===== config.mk =====
export PLATFORM = sky130hd
export DESIGN_NAME = ctl_hardwired
export DESIGN_NICKNAME = d
export VERILOG_FILES = /design/src/rtl/ctl_pkg.sv /design/src/rtl/ctl_decode.sv /design/src/rtl/ctl_seq.sv /design/src/rtl/ctl_strobes.sv /design/src/rtl/ctl_hardwired.sv
export SDC_FILE = /design/constraint.sdc
export NUM_CORES = 1
export LEC_CHECK = 0
export ABC_AREA = 0
export BUFFER_PORTS_ARGS = -buffer_cell sky130_fd_sc_hd__buf_2
export CORE_MARGIN = 4
export CORE_UTILIZATION = 35
export CTS_CLUSTER_SIZE = 8
export DETAILED_ROUTE_END_ITERATION = 8
export PLACE_DENSITY = 0.76
export SYNTH_ARGS = -nofsm -noshare
export SYNTH_HDL_FRONTEND = slang
export SYNTH_SLANG_ARGS = --single-unit
export TNS_END_PERCENT = 10

===== constraint.sdc =====
create_clock -name clk -period 3.9 [get_ports clk]
set_clock_uncertainty 0.05 [all_clocks]
set_input_delay 0.195 -clock clk [delete_from_list [all_inputs] [get_ports clk]]
set_output_delay 0.195 -clock clk [all_outputs]
set_load 0.02 [all_outputs]

===== src/rtl/ctl_pkg.sv =====
package ctl_pkg;

    localparam int TYPE_W = 3;
    localparam int FUNC_W = 4;
    localparam int NUM_TS = 4;
    localparam int TS_W   = $clog2(NUM_TS);
    localparam logic [TS_W-1:0] TS_LAST = TS_W'(NUM_TS - 1);

    typedef enum logic [1:0] {
        MS_FETCH     = 2'b00,
        MS_INDIRECT  = 2'b01,
        MS_EXECUTE   = 2'b10,
        MS_INTERRUPT = 2'b11
    } major_e;

    localparam logic [TYPE_W-1:0] TY_FUNC = 3'b000;
    localparam logic [TYPE_W-1:0] TY_XFER = 3'b101;
    localparam logic [TYPE_W-1:0] TY_SEQ  = 3'b010;

    localparam logic [FUNC_W-1:0] FN_ADD   = 4'b0000;
    localparam logic [FUNC_W-1:0] FN_SUB   = 4'b0001;
    localparam logic [FUNC_W-1:0] FN_AND   = 4'b0100;
    localparam logic [FUNC_W-1:0] FN_OR    = 4'b0101;
    localparam logic [FUNC_W-1:0] FN_SLL   = 4'b1000;
    localparam logic [FUNC_W-1:0] FN_LOAD  = 4'b0000;
    localparam logic [FUNC_W-1:0] FN_STORE = 4'b0001;
    localparam logic [FUNC_W-1:0] FN_JMP   = 4'b0000;
    localparam logic [FUNC_W-1:0] FN_CALL  = 4'b0001;
    localparam logic [FUNC_W-1:0] FN_RET   = 4'b0010;

    typedef enum logic [2:0] {
        ALU_NONE = 3'd0,
        ALU_ADD  = 3'd1,
        ALU_SUB  = 3'd2,
        ALU_AND  = 3'd3,
        ALU_OR   = 3'd4,
        ALU_SLL  = 3'd5
    } alu_e;

    typedef enum logic [1:0] {
        SQ_NONE, SQ_JMP, SQ_CALL, SQ_RET
    } seq_e;

    typedef struct packed {
        logic is_func;
        logic is_xfer;
        logic is_seq;
        logic is_load;
        logic is_store;
        seq_e seq_kind;
        alu_e func_op;
        logic bad;
    } dec_t;

    typedef struct packed {
        logic mar_from_pc;
        logic mem_rd;
        logic mem_wr;
        logic pc_inc;
        logic ir_load;
        logic rd_from_alu;
        logic rd_from_mbr;
        logic rd_from_pc;
        logic mbr_from_rd;
        logic mar_from_alu;
        logic pc_from_alu;
        logic link_from_pc;
        logic pc_from_vec;
        logic illegal;
        alu_e alu_sel;
    } strobe_t;

    function automatic alu_e func_to_alu(input logic [FUNC_W-1:0] f);
        case (f)
            FN_ADD:  return ALU_ADD;
            FN_SUB:  return ALU_SUB;
            FN_AND:  return ALU_AND;
            FN_OR:   return ALU_OR;
            FN_SLL:  return ALU_SLL;
            default: return ALU_NONE;
        endcase
    endfunction

endpackage


===== src/rtl/ctl_decode.sv =====
module ctl_decode
    import ctl_pkg::*;
(
    input  logic [TYPE_W-1:0] ir_type,
    input  logic [FUNC_W-1:0] ir_func,
    output dec_t              dec
);
    always_comb begin
        dec = '0;
        case (ir_type)
            TY_FUNC: begin
                dec.func_op = func_to_alu(ir_func);
                dec.is_func = (dec.func_op != ALU_NONE);
                dec.bad     = (dec.func_op == ALU_NONE);
            end
            TY_XFER: begin
                dec.is_load  = (ir_func == FN_LOAD);
                dec.is_store = (ir_func == FN_STORE);
                dec.is_xfer  = dec.is_load | dec.is_store;
                dec.bad      = ~dec.is_xfer;
            end
            TY_SEQ: begin
                case (ir_func)
                    FN_JMP:  dec.seq_kind = SQ_JMP;
                    FN_CALL: dec.seq_kind = SQ_CALL;
                    FN_RET:  dec.seq_kind = SQ_RET;
                    default: dec.seq_kind = SQ_NONE;
                endcase
                dec.is_seq = (dec.seq_kind != SQ_NONE);
                dec.bad    = (dec.seq_kind == SQ_NONE);
            end
            default: dec.bad = 1'b1;
        endcase
    end
endmodule


===== src/rtl/ctl_seq.sv =====
module ctl_seq
    import ctl_pkg::*;
(
    input  logic            clk,
    input  logic            rst,
    input  logic            xfer_go,
    input  logic            trap,
    output major_e          major,
    output logic [TS_W-1:0] tstate
);
    major_e major_nxt;
    logic   last_ts;

    assign last_ts = (tstate == TS_LAST);

    always_comb begin
        case (major)
            MS_FETCH:     major_nxt = xfer_go ? MS_EXECUTE
                                    : (trap ? MS_INTERRUPT : MS_FETCH);
            MS_EXECUTE:   major_nxt = trap ? MS_INTERRUPT : MS_FETCH;
            MS_INTERRUPT: major_nxt = MS_FETCH;
            default:      major_nxt = MS_FETCH;
        endcase
    end

    always_ff @(posedge clk) begin
        if (rst) begin
            major  <= MS_FETCH;
            tstate <= '0;
        end else begin
            tstate <= last_ts ? '0 : tstate + 1'b1;
            if (last_ts)
                major <= major_nxt;
        end
    end

    assert_ts_step_R2: assert property (@(posedge clk) disable iff (rst)
        (tstate != TS_LAST) |=> (tstate == $past(tstate) + 1'b1));
    assert_ts_wrap_R2: assert property (@(posedge clk) disable iff (rst)
        (tstate == TS_LAST) |=> (tstate == '0));
    assert_major_hold_R3: assert property (@(posedge clk) disable iff (rst)
        (tstate != TS_LAST) |=> $stable(major));
    assert_no_indirect_R13: assert property (@(posedge clk) disable iff (rst)
        major != MS_INDIRECT);
    assert_int_returns_R10: assert property (@(posedge clk) disable iff (rst)
        (major == MS_INTERRUPT && tstate == TS_LAST) |=> (major == MS_FETCH));
endmodule


===== src/rtl/ctl_strobes.sv =====
module ctl_strobes
    import ctl_pkg::*;
(
    input  major_e          major,
    input  logic [TS_W-1:0] tstate,
    input  dec_t            dec,
    input  logic            cond_true,
    output strobe_t         s
);
    always_comb begin
        s = '0;
        case (major)
            MS_FETCH: begin
                case (tstate)
                    TS_W'(0): begin s.mar_from_pc = 1'b1; s.mem_rd = 1'b1; end
                    TS_W'(1): s.pc_inc  = 1'b1;
                    TS_W'(2): s.ir_load = 1'b1;
                    default: begin
                        if (dec.is_func) begin
                            s.rd_from_alu = 1'b1;
                            s.alu_sel     = dec.func_op;
                        end
                        if (dec.is_xfer) begin
                            s.mar_from_alu = 1'b1;
                            s.alu_sel      = ALU_ADD;
                        end
                        if (dec.is_seq) begin
                            case (dec.seq_kind)
                                SQ_JMP: if (cond_true) begin
                                    s.pc_from_alu = 1'b1;
                                    s.alu_sel     = ALU_ADD;
                                end
                                SQ_CALL: begin
                                    s.rd_from_pc  = 1'b1;
                                    s.pc_from_alu = 1'b1;
                                    s.alu_sel     = ALU_ADD;
                                end
                                SQ_RET: begin
                                    s.pc_from_alu = 1'b1;
                                    s.alu_sel     = ALU_ADD;
                                end
                                default: ;
                            endcase
                        end
                        s.illegal = dec.bad;
                    end
                endcase
            end
            MS_EXECUTE: begin
                case (tstate)
                    TS_W'(0): begin
                        s.mem_rd = dec.is_load;
                        s.mem_wr = dec.is_store;
                    end
                    TS_W'(1): s.mbr_from_rd = dec.is_store;
                    TS_W'(2): s.rd_from_mbr = dec.is_load;
                    default: ;
                endcase
            end
            MS_INTERRUPT: begin
                case (tstate)
                    TS_W'(0): s.link_from_pc = 1'b1;
                    TS_W'(1): s.pc_from_vec  = 1'b1;
                    default: ;
                endcase
            end
            default: ;
        endcase
    end
endmodule


===== src/rtl/ctl_hardwired.sv =====
module ctl_hardwired
    import ctl_pkg::*;
(
    input  logic        clk,
    input  logic        rst,
    input  logic [2:0]  ir_type,
    input  logic [3:0]  ir_func,
    input  logic        cond_true,
    input  logic        irq,
    output logic [1:0]  major_state,
    output logic [1:0]  tstate,
    output logic        mar_from_pc,
    output logic        mem_rd,
    output logic        mem_wr,
    output logic        pc_inc,
    output logic        ir_load,
    output logic        rd_from_alu,
    output logic        rd_from_mbr,
    output logic        rd_from_pc,
    output logic        mbr_from_rd,
    output logic        mar_from_alu,
    output logic        pc_from_alu,
    output logic        link_from_pc,
    output logic        pc_from_vec,
    output logic        illegal,
    output logic [2:0]  alu_sel
);
    major_e          major;
    logic [TS_W-1:0] ts;
    dec_t            dec;
    strobe_t         s;
    logic            in_fetch;

    assign in_fetch = (major == MS_FETCH);

    ctl_decode u_decode (
        .ir_type (ir_type),
        .ir_func (ir_func),
        .dec     (dec)
    );

    ctl_seq u_seq (
        .clk     (clk),
        .rst     (rst),
        .xfer_go (in_fetch & dec.is_xfer),
        .trap    (irq | (in_fetch & dec.bad)),
        .major   (major),
        .tstate  (ts)
    );

    ctl_strobes u_strobes (
        .major     (major),
        .tstate    (ts),
        .dec       (dec),
        .cond_true (cond_true),
        .s         (s)
    );

    assign major_state  = major;
    assign tstate       = ts;
    assign mar_from_pc  = s.mar_from_pc;
    assign mem_rd       = s.mem_rd;
    assign mem_wr       = s.mem_wr;
    assign pc_inc       = s.pc_inc;
    assign ir_load      = s.ir_load;
    assign rd_from_alu  = s.rd_from_alu;
    assign rd_from_mbr  = s.rd_from_mbr;
    assign rd_from_pc   = s.rd_from_pc;
    assign mbr_from_rd  = s.mbr_from_rd;
    assign mar_from_alu = s.mar_from_alu;
    assign pc_from_alu  = s.pc_from_alu;
    assign link_from_pc = s.link_from_pc;
    assign pc_from_vec  = s.pc_from_vec;
    assign illegal      = s.illegal;
    assign alu_sel      = s.alu_sel;

    assert_mem_excl_R8: assert property (@(posedge clk) disable iff (rst)
        !(mem_rd && mem_wr));
    assert_illegal_quiet_R12: assert property (@(posedge clk) disable iff (rst)
        illegal |-> !(rd_from_alu || pc_from_alu || mar_from_alu || rd_from_pc));
    assert_illegal_traps_R12: assert property (@(posedge clk) disable iff (rst)
        illegal |=> (major_state == 2'b11));
    assert_xfer_to_exec_R7: assert property (@(posedge clk) disable iff (rst)
        mar_from_alu |=> (major_state == 2'b10));
    assert_exec_exit_R9: assert property (@(posedge clk) disable iff (rst)
        (major_state == 2'b10 && tstate == 2'd3)
        |=> (major_state == ($past(irq) ? 2'b11 : 2'b00)));
endmodule


==> results of run 1 <==
[area by class of cell]
| cell class | instances | area [um2] |
|---|---|---|
| multi-input combinational | 65 | 414 |
| clock buffer | 3 | 22.5 |
| sequential | 4 | 80.1 |
| tap | 16 | 20.0 |
| inverter | 6 | 22.5 |
| timing repair buffer | 31 | 155 |
| fill | 164 | 774 |
[stage by stage]
stage	hold WS (ps)	utilization [%]	instances	cell area, um2
2_1_floorplan	216	-	78	547
3_3_place_gp	354	46.5	122	692
3_5_place_dp	355	46.5	122	692
4_1_cts	110	48.0	125	714
5_1_grt	116	48.0	125	714
6_report	115	48.0	125	714
[registers in the layout, summed over array words and instances (netlist names)]
name          cells
u_seq.major       2
u_seq.tstate      2
[worst min path at each step]
| stage | start | endpoint | cells after the start |
|---|---|---|---|
| floorplan | rst | u_seq.tstate[0]$_SDFF_PP0_ | 1 |
| global placement | rst | u_seq.tstate[0]$_SDFF_PP0_ | 2 |
| detailed placement | rst | u_seq.tstate[0]$_SDFF_PP0_ | 2 |
| CTS | rst | u_seq.tstate[0]$_SDFF_PP0_ | 2 |
| global route | rst | u_seq.tstate[0]$_SDFF_PP0_ | 2 |
| finish | rst | u_seq.tstate[0]$_SDFF_PP0_ | 2 |
[placed cells by master (no fill, tap or decap), drive strengths merged]
master and count:
nor3 4, clkbuf 3, a41oi 1, o2bb2ai 1, nand3 2, dfxtp 4
a21boi 1, or3b 2, ha 5, o22ai 1, nor2b 1, and3b 1
a211o 1, nand2 9, nor3b 2, buf 31, a211oi 2, a31oi 1
a21oi 5, xnor2 1, inv 6, and2 4, nor2 8, and3 5
or2 1, o21ai 2, or3 2, nor4 3
[cells by family after synthesis]
kind of cell               share of synthesized area, %
AOI/OAI and AO/OA                                  17.9
xor gates and xnor gates                           1.60
adders and majority gates                          11.4
buffers and inverters                              9.61
DFF                                                14.6
and+or+nand+nor                                    44.9
[power by group through the flow]
stage / sequential (mW) / clock (mW) / combinational, mW
floorplan: 0.0562 / 0 / 0.0497
global placement: 0.0528 / 0 / 0.0786
detailed placement: 0.0540 / 0 / 0.0808
CTS: 0.0533 / 0.0523 / 0.0812
global route: 0.0545 / 0.0568 / 0.0905
finish: 0.0536 / 0.0497 / 0.0807
[routing by layer]
metal	global-route usage [%]	vias up	routed length, um
met4	1.66	0	0
li1	-	337	-
met1	18.0	304	631
met5	0	-	0
met3	4.51	0	95
met2	22.7	17	772
[worst register-to-register path: cells and delay by family, from the launching register on]
kind            cells  cell delay [ps]
compound gates      3              360
fa+ha+maj           1              240
simple gates        1              470
flops               1              430
==> flow_summary_export.csv, run 1 <==
group,metric,value,unit
cells_and_area,insertedDiodeCount,0,
timing,worst_slew_pin_slew,504,ps
route,first_pass_iters,4,
setup_path,worstPathArrival,1830,ps
route,first_iter_violations,13,
power_and_ir_drop,p_clk_share,27.0,%
synth,synth.area.top_cells,"dfxtp_1 15%, ha_1 11%, nand2_1 6.2%",
route,vias,658,
setup_path,path_class,"reg -> out",
floorplanning,die_h,47.5,um
synth,yosys-top-cells-count,"9 x nand2_1, 8 x nor2_1, 6 x inv_1",
synth,syn-num-nets,94,
clock_network,clkTransAtPathRegs,40,ps
place,hpwl,1240,um
floorplanning,initial_core_util,36.7,%
setup_path,critPathTopFamily,"compound AO/OA/AOI/OAI gates",
global_route,grt_antenna_before_repair,0,
power_and_ir_drop,power.total,184,uW
setup_path,crit_start,"u_seq.major[1]$_SDFFE_PP0P_",
global_route,grt_pass1_wl,2300,um
power_and_ir_drop,seq_power_share,29.1,%
clock_network,cts_setup_buffers,0,
setup_path,reg2regPathDepth,5,
power_and_ir_drop,comb_power_share,43.8,%
clock_network,cts-buffers-inserted,3,
power_and_ir_drop,ir_drop,0.198,mV
synth,ys_seq_area_share,14.6,%
synth,async_flop_share,0,%
setup_path,worstReg2RegEnd,"u_seq.major[1]$_SDFFE_PP0P_",
route,drt_wl_total,1500,um
setup_path,endpoint,"illegal",
place,gp_congestion,0.794,
global_route,gr-total-overflow,0,
setup_path,cpPeakStageDelay,400,ps
cells_and_area,nNetsFinal,127,
power_and_ir_drop,p_leak,0.374,nW
place,portBuffers,31,
setup_path,crit_chain,"or2_2 -> a211oi_1 -> nand2_1 -> a21boi_0 -> buf_2",
synth,synth_warnings,0,
clock_network,root_buffer,"clkbuf_4",
setup_path,cp-start-kind,"flop",
route,wl_per_cell,12.0,um
floorplanning,fp.coreArea,0.00149,mm2
timing,finalWorstSetupSlack,1830,ps
synth,ys_ff_latch,4,
synth,syn_inst,78,
flow_run,cap_violations,0,
synth,yosysUniqueCellTypes,31,
floorplanning,rows,14,
setup_path,cpMaxStageDelayCell,"dfxtp_1",
synth,synth_most_common_cell,"nand2_1",
synth,synth_top_area_cell,"dfxtp_1",
timing,finalHoldViolCount,0,
setup_path,path_max_fanout,12,
power_and_ir_drop,swShare,39.7,%
setup_path,rr_startpoint,"u_seq.tstate[0]$_SDFF_PP0_",
timing,relSlewSlack,66.1,%
route,drc,0,
floorplanning,floorplan.die_area,0.00226,mm2
power_and_ir_drop,powerDensity,258,mW/mm2
global_route,grt_max_degree,13,
power_and_ir_drop,switchingPower,73.1,uW
synth,syn_area,547,um2
synth,ys_dominant_reg_cell,"dfxtp_1",
setup_path,critPathBufInv,1,
clock_network,h-tree-depth,1,
clock_network,clock_latency,230,ps
timing,period_needed,2070,ps
route,via_per_inst,5.26,
clock_network,cts_sinks,4,
power_and_ir_drop,p_int,111,uW
place,pre_cts_slack,2070,ps
route,ant_nets,0,
timing,max_freq,482,MHz
setup_path,cp-end-kind,"primary output",
clock_network,cts.repair.resized,0,
setup_path,path_depth,5,
synth,synth.top_cell.area_share,14.6,%
clock_network,postCtsHoldBufs,0,
status,status,"finished clean",
timing,slew_violations,0,
clock_network,cts_tree,"done",
global_route,grt_pass1_vias,570,
global_route,grt_use_total,13.8,%
timing,post-route-period-util,53.2,%
setup_path,critPathRequiredTime,3650,ps
cells_and_area,area_growth_syn_to_layout,30.7,%
synth,syn_avg_cell_area,7.01,um2
floorplanning,boundaryPins,32,
timing,rsz0062_at_grt,"no",
timing,tns,0,ps
synth,synth_edf_count,0,
cells_and_area,drive_gt1_share,35.8,%
floorplanning,die_x,47.5,um
clock_network,cts_buffer_depth,2,
timing,setup_viol,0,
hold_path,hold_path_class,"in -> reg",
setup_path,r2r_slack,2260,ps
Note: power is estimated with default switching activity, not from simulation.
==> run 2: changes to the inputs <==
--- a/config.mk
+++ b/config.mk
@@ -11,7 +11,7 @@
 export CORE_UTILIZATION = 35
 export CTS_CLUSTER_SIZE = 8
 export DETAILED_ROUTE_END_ITERATION = 8
-export PLACE_DENSITY = 0.76
+export PLACE_DENSITY = 0.79
 export SYNTH_ARGS = -nofsm -noshare
 export SYNTH_HDL_FRONTEND = slang
 export SYNTH_SLANG_ARGS = --single-unit
==> constraint.sdc (replaced) <==
create_clock -name clk -period 1.8 [get_ports clk]
set_clock_uncertainty 0.05 [all_clocks]
set_input_delay 0.09 -clock clk [delete_from_list [all_inputs] [get_ports clk]]
set_output_delay 0.09 -clock clk [all_outputs]
set_load 0.02 [all_outputs]
==> flow_summary_export.csv, run 2 (synthesis gave the netlist of run 1 again) <==
group,metric,value,unit
cells_and_area,fillers,146,
timing,tns,0,ps
floorplanning,die_h,47.5,um
clock_network,cts_setup_buffers,0,
clock_network,clkTransAtPathRegs,40,ps
global_route,grt_use_total,13.4,%
place,portBuffers,31,
route,drt_wl_total,1420,um
timing,setup_viol,0,
timing,relSlewSlack,61.1,%
timing,worst_slew_pin_slew,578,ps
setup_path,worstPathArrival,1530,ps
global_route,grt_pass1_vias,578,
cells_and_area,mostFrequentLayoutCell,"buf_2",
flow_run,cap_violations,0,
place,dpl_cell_area,722,um2
route,via_per_inst,5.24,
floorplanning,rows,14,
power_and_ir_drop,powerDensity,549,mW/mm2
global_route,grt_pass1_wl,2260,um
setup_path,path_class,"reg -> out",
cells_and_area,nNetsFinal,131,
cells_and_area,area_growth_syn_to_layout,37.5,%
global_route,grt_max_degree,12,
floorplanning,boundaryPins,32,
clock_network,cts_sinks,4,
place,hpwl,1210,um
timing,rsz0062_at_grt,"no",
cells_and_area,final_area,752,um2
cells_and_area,fin_util,50.5,%
global_route,grt_antenna_before_repair,0,
status,status,"finished clean",
hold_path,hold_path_class,"in -> reg",
cells_and_area,drive_gt1_share,39.8,%
clock_network,cts_tree,"done",
route,drc,0,
global_route,gr-total-overflow,0,
power_and_ir_drop,p_leak,0.396,nW
clock_network,h-tree-depth,1,
clock_network,cts-buffers-inserted,3,
route,first_iter_violations,9,
floorplanning,initial_core_util,36.7,%
floorplanning,floorplan.die_area,0.00226,mm2
setup_path,cp-end-kind,"primary output",
floorplanning,die_x,47.5,um
cells_and_area,top_regs,"u_seq.major (2), u_seq.tstate (2)",
place,gp_congestion,0.782,
timing,slew_violations,0,
power_and_ir_drop,power.total,413,uW
route,ant_nets,0,
clock_network,cts_buffer_depth,2,
clock_network,root_buffer,"clkbuf_4",
power_and_ir_drop,ir_drop,0.278,mV
setup_path,cp-start-kind,"flop",
route,vias,676,
timing,period_needed,1670,ps
timing,max_freq,597,MHz
cells_and_area,layout_common_cells,"31 x buf_2, 9 x nand2_1, 7 x nor2_1",
floorplanning,fp.coreArea,0.00149,mm2
timing,finalHoldViolCount,0,
clock_network,clock_latency,230,ps
cells_and_area,insertedDiodeCount,0,
route,wl_per_cell,11.0,um
setup_path,path_max_fanout,2,
setup_path,critPathRequiredTime,1660,ps
route,first_pass_iters,4,
timing,post-route-period-util,93.0,%
## run 2: where the power goes
part	switching [mW]	internal, mW
sequential	0.00671	0.0984
clock	0.0345	0.0744
combinational	0.118	0.0802
## run 2: path summary, 6_finish.rpt
path,start,end,slack (ps),cells after the start
hold reg to reg,u_seq.tstate[0]$_SDFF_PP0_,u_seq.tstate[0]$_SDFF_PP0_,510,2
setup / recovery,u_seq.major[1]$_SDFFE_PP0P_,illegal,130,5
hold / removal,rst,u_seq.tstate[0]$_SDFF_PP0_,10,2
setup reg to reg,u_seq.tstate[1]$_SDFF_PP0_,u_seq.major[1]$_SDFFE_PP0P_,240,5
## run 2: repair_timing
action | CTS | global route
hold buffers | 0 | 0
gates resized for setup | 0 | 2
endpoints found under the setup margin | 0 | 2
## run 2: layout make-up
cell class | instances | area (um2) | share of cell area (%)
flip-flops and latches | 4 | 80.1 | 10.6
repair buffers | 35 | 185 | 24.6
clock buffers | 3 | 22.5 | 3.00
well taps | 16 | 20.0 | 2.66
multi-input cells | 65 | 422 | 56.1
inverters | 6 | 22.5 | 3.00
## run 2: metrics by stage
stage               worst slack (ps)  hold WS [ps]  cells
floorplan                       12.4           111     78
global placement                 250           242    126
detailed placement               172           253    126
CTS                             78.2          8.68    129
global route                    48.7          21.4    129
finish                           126          14.1    129
## run 2: critical path, cell delays in order (launching register included)
cell and delay, ps:
dfxtp_1 300, or2_2 310, a211oi_2 230, nand2_1 70, a21boi_0 190, buf_2 200
## run 2: metal layers
| metal | routed length (um) | global-route usage, % | part of all wire (%) |
|---|---|---|---|
| met4 | 0 | 1.66 | 0 |
| met2 | 708 | 25.7 | 50 |
| met3 | 108 | 3.38 | 7.6 |
| met1 | 607 | 15.1 | 43 |
| met5 | 0 | 0 | 0 |
==> run 3: changes to the inputs <==
==> constraint.sdc (replaced) <==
create_clock -name clk -period 1.8 [get_ports clk]
set_clock_uncertainty 0.05 [all_clocks]
set_input_delay 0.27 -clock clk [delete_from_list [all_inputs] [get_ports clk]]
set_output_delay 0.27 -clock clk [all_outputs]
set_load 0.02 [all_outputs]
==> flow_summary_export.csv, run 3 (synthesis gave the netlist of run 1 again) <==
group,metric,value,unit
hold_path,hold_path_class,"in -> reg",
timing,worst_slew_pin_slew,404,ps
global_route,grt_pass1_wl,2970,um
power_and_ir_drop,powerDensity,485,mW/mm2
timing,slew_violations,0,
floorplanning,rows,14,
setup_path,path_class,"reg -> out",
cells_and_area,mostFrequentLayoutCell,"buf_2",
timing,finalHoldViolCount,0,
timing,post-route-period-util,102,%
place,portBuffers,31,
clock_network,postCtsHoldBufs,0,
hold_path,hold_start,"rst",
cells_and_area,area_growth_syn_to_layout,76.0,%
setup_path,rr_startpoint,"u_seq.tstate[1]$_SDFF_PP0_",
flow_run,cap_violations,0,
clock_network,cts_tree,"done",
power_and_ir_drop,ir_drop,0.224,mV
setup_path,path_max_fanout,11,
global_route,grt_pass1_vias,685,
route,via_per_inst,5.49,
global_route,grt_max_degree,12,
place,dpl_cell_area,773,um2
place,hpwl,1430,um
floorplanning,initial_core_util,36.7,%
clock_network,cts_buffer_depth,2,
place,pre_cts_slack,-80.3,ps
floorplanning,boundaryPins,32,
timing,tns,-128,ps
setup_path,cp-end-kind,"primary output",
clock_network,clock_latency,240,ps
floorplanning,fp.coreArea,0.00149,mm2
route,vias,752,
clock_network,clkTransAtPathRegs,40,ps
cells_and_area,top_regs,"u_seq.major (2), u_seq.tstate (2)",
setup_path,worstReg2RegEnd,"u_seq.major[1]$_SDFFE_PP0P_",
global_route,use_met3,1.50,%
cells_and_area,insertedDiodeCount,0,
global_route,grt_use_total,18.9,%
setup_path,r2r_slack,100,ps
setup_path,worstPathArrival,1520,ps
status,violations,"setup timing",
route,drt_wl_total,2100,um
timing,max_freq,543,MHz
timing,finalWorstSetupSlack,-40.4,ps
hold_path,holdPathStages,2,
route,ant_nets,0,
clock_network,h-tree-depth,1,
floorplanning,die_x,47.5,um
cells_and_area,layout_common_cells,"21 x buf_2, 18 x buf_4, 9 x nand2_1",
hold_path,hold-path-endpoint,"u_seq.tstate[0]$_SDFF_PP0_",
route,drc,0,
clock_network,cts-buffers-inserted,3,
cells_and_area,final_area,962,um2
route,first_iter_violations,14,
setup_path,cp-start-kind,"flop",
timing,rsz0062_at_grt,"yes",
global_route,gr-total-overflow,0,
setup_path,reg2regPathDepth,5,
status,status,"finished with violations",
global_route,grtUsageMet2,32.6,%
place,gp_congestion,0.859,
global_route,grt-busiest-layer,"met2",
setup_path,critPathRequiredTime,1480,ps
timing,relSlewSlack,72.8,%
route,first_pass_iters,4,
power_and_ir_drop,power.total,466,uW
power_and_ir_drop,p_leak,0.457,nW
timing,setup_viol,5,
global_route,grtUsageMet1,21.7,%
clock_network,cts_sinks,4,
clock_network,root_buffer,"clkbuf_4",
timing,whs,181,ps
floorplanning,floorplan.die_area,0.00226,mm2
timing,period_needed,1840,ps
floorplanning,die_h,47.5,um
route,wl_per_cell,15.3,um
cells_and_area,drive_gt1_share,52.1,%
cells_and_area,nNetsFinal,139,
global_route,grt_antenna_before_repair,0,
-- run 3: cell count changes in the layout (fill, tap and decap cells not counted), sizes merged --
cell,change
buf,+8
-- run 3: per-stage QoR --
step,util (%),cells
floorplan,-,78
global placement,51.9,132
detailed placement,51.9,132
CTS,57.0,136
global route,64.6,137
finish,64.6,137
-- run 3: what timing repair did --
item | in CTS | in global routing
setup endpoints to repair | 8 | 10
gates cloned | 0 | 0
buffers inserted | 1 | 1
pin swaps | 6 | 4
resized for setup | 12 | 20
-- run 3: power breakdown --
part	leakage, nW	switching [mW]	internal [mW]
Clock	0.0138	0.0406	0.0748
Combinational	0.411	0.140	0.0990
Sequential	0.0331	0.0127	0.0989
Total	0.457	0.194	0.273
-- run 3: layout make-up --
cell class              count  area [um2]
multi-input cells          65         527
fillers                   115         527
repair buffers             43         289
flip-flops and latches      4        81.3
clock buffers               3        22.5
inverters                   6        22.5
well taps                  16        20.0
-- run 3: routing by layer --
metal  share of wire [%]  up-vias
met3                 6.8        8
met5                   0        -
li1                    -      362
met2                  51       33
met1                  37      349
met4                 4.2        0
-- run 3: worst max-delay path by stage --
| stage | to | startpoint | depth (start not counted) | slack (ps) |
|---|---|---|---|---|
| 2_1_floorplan | rd_from_pc | u_seq.major[1]$_SDFFE_PP0P_ | 4 | -60 |
| 3_3_place_gp | mem_wr | ir_func[1] | 6 | -20 |
| 3_5_place_dp | rd_from_mbr | ir_func[1] | 6 | -80 |
| 4_1_cts | rd_from_mbr | ir_func[2] | 6 | -20 |
| 5_1_grt | alu_sel[1] | u_seq.major[1]$_SDFFE_PP0P_ | 5 | -150 |
| 6_report | alu_sel[1] | u_seq.major[1]$_SDFFE_PP0P_ | 5 | -40 |
-- run 3: critical path, stage by stage, from the launching register on --
cell and delay [ps]:
dfxtp_1 300, buf_4 170, nor2_4 180, nand3_4 120
nor4_4 310, buf_4 190
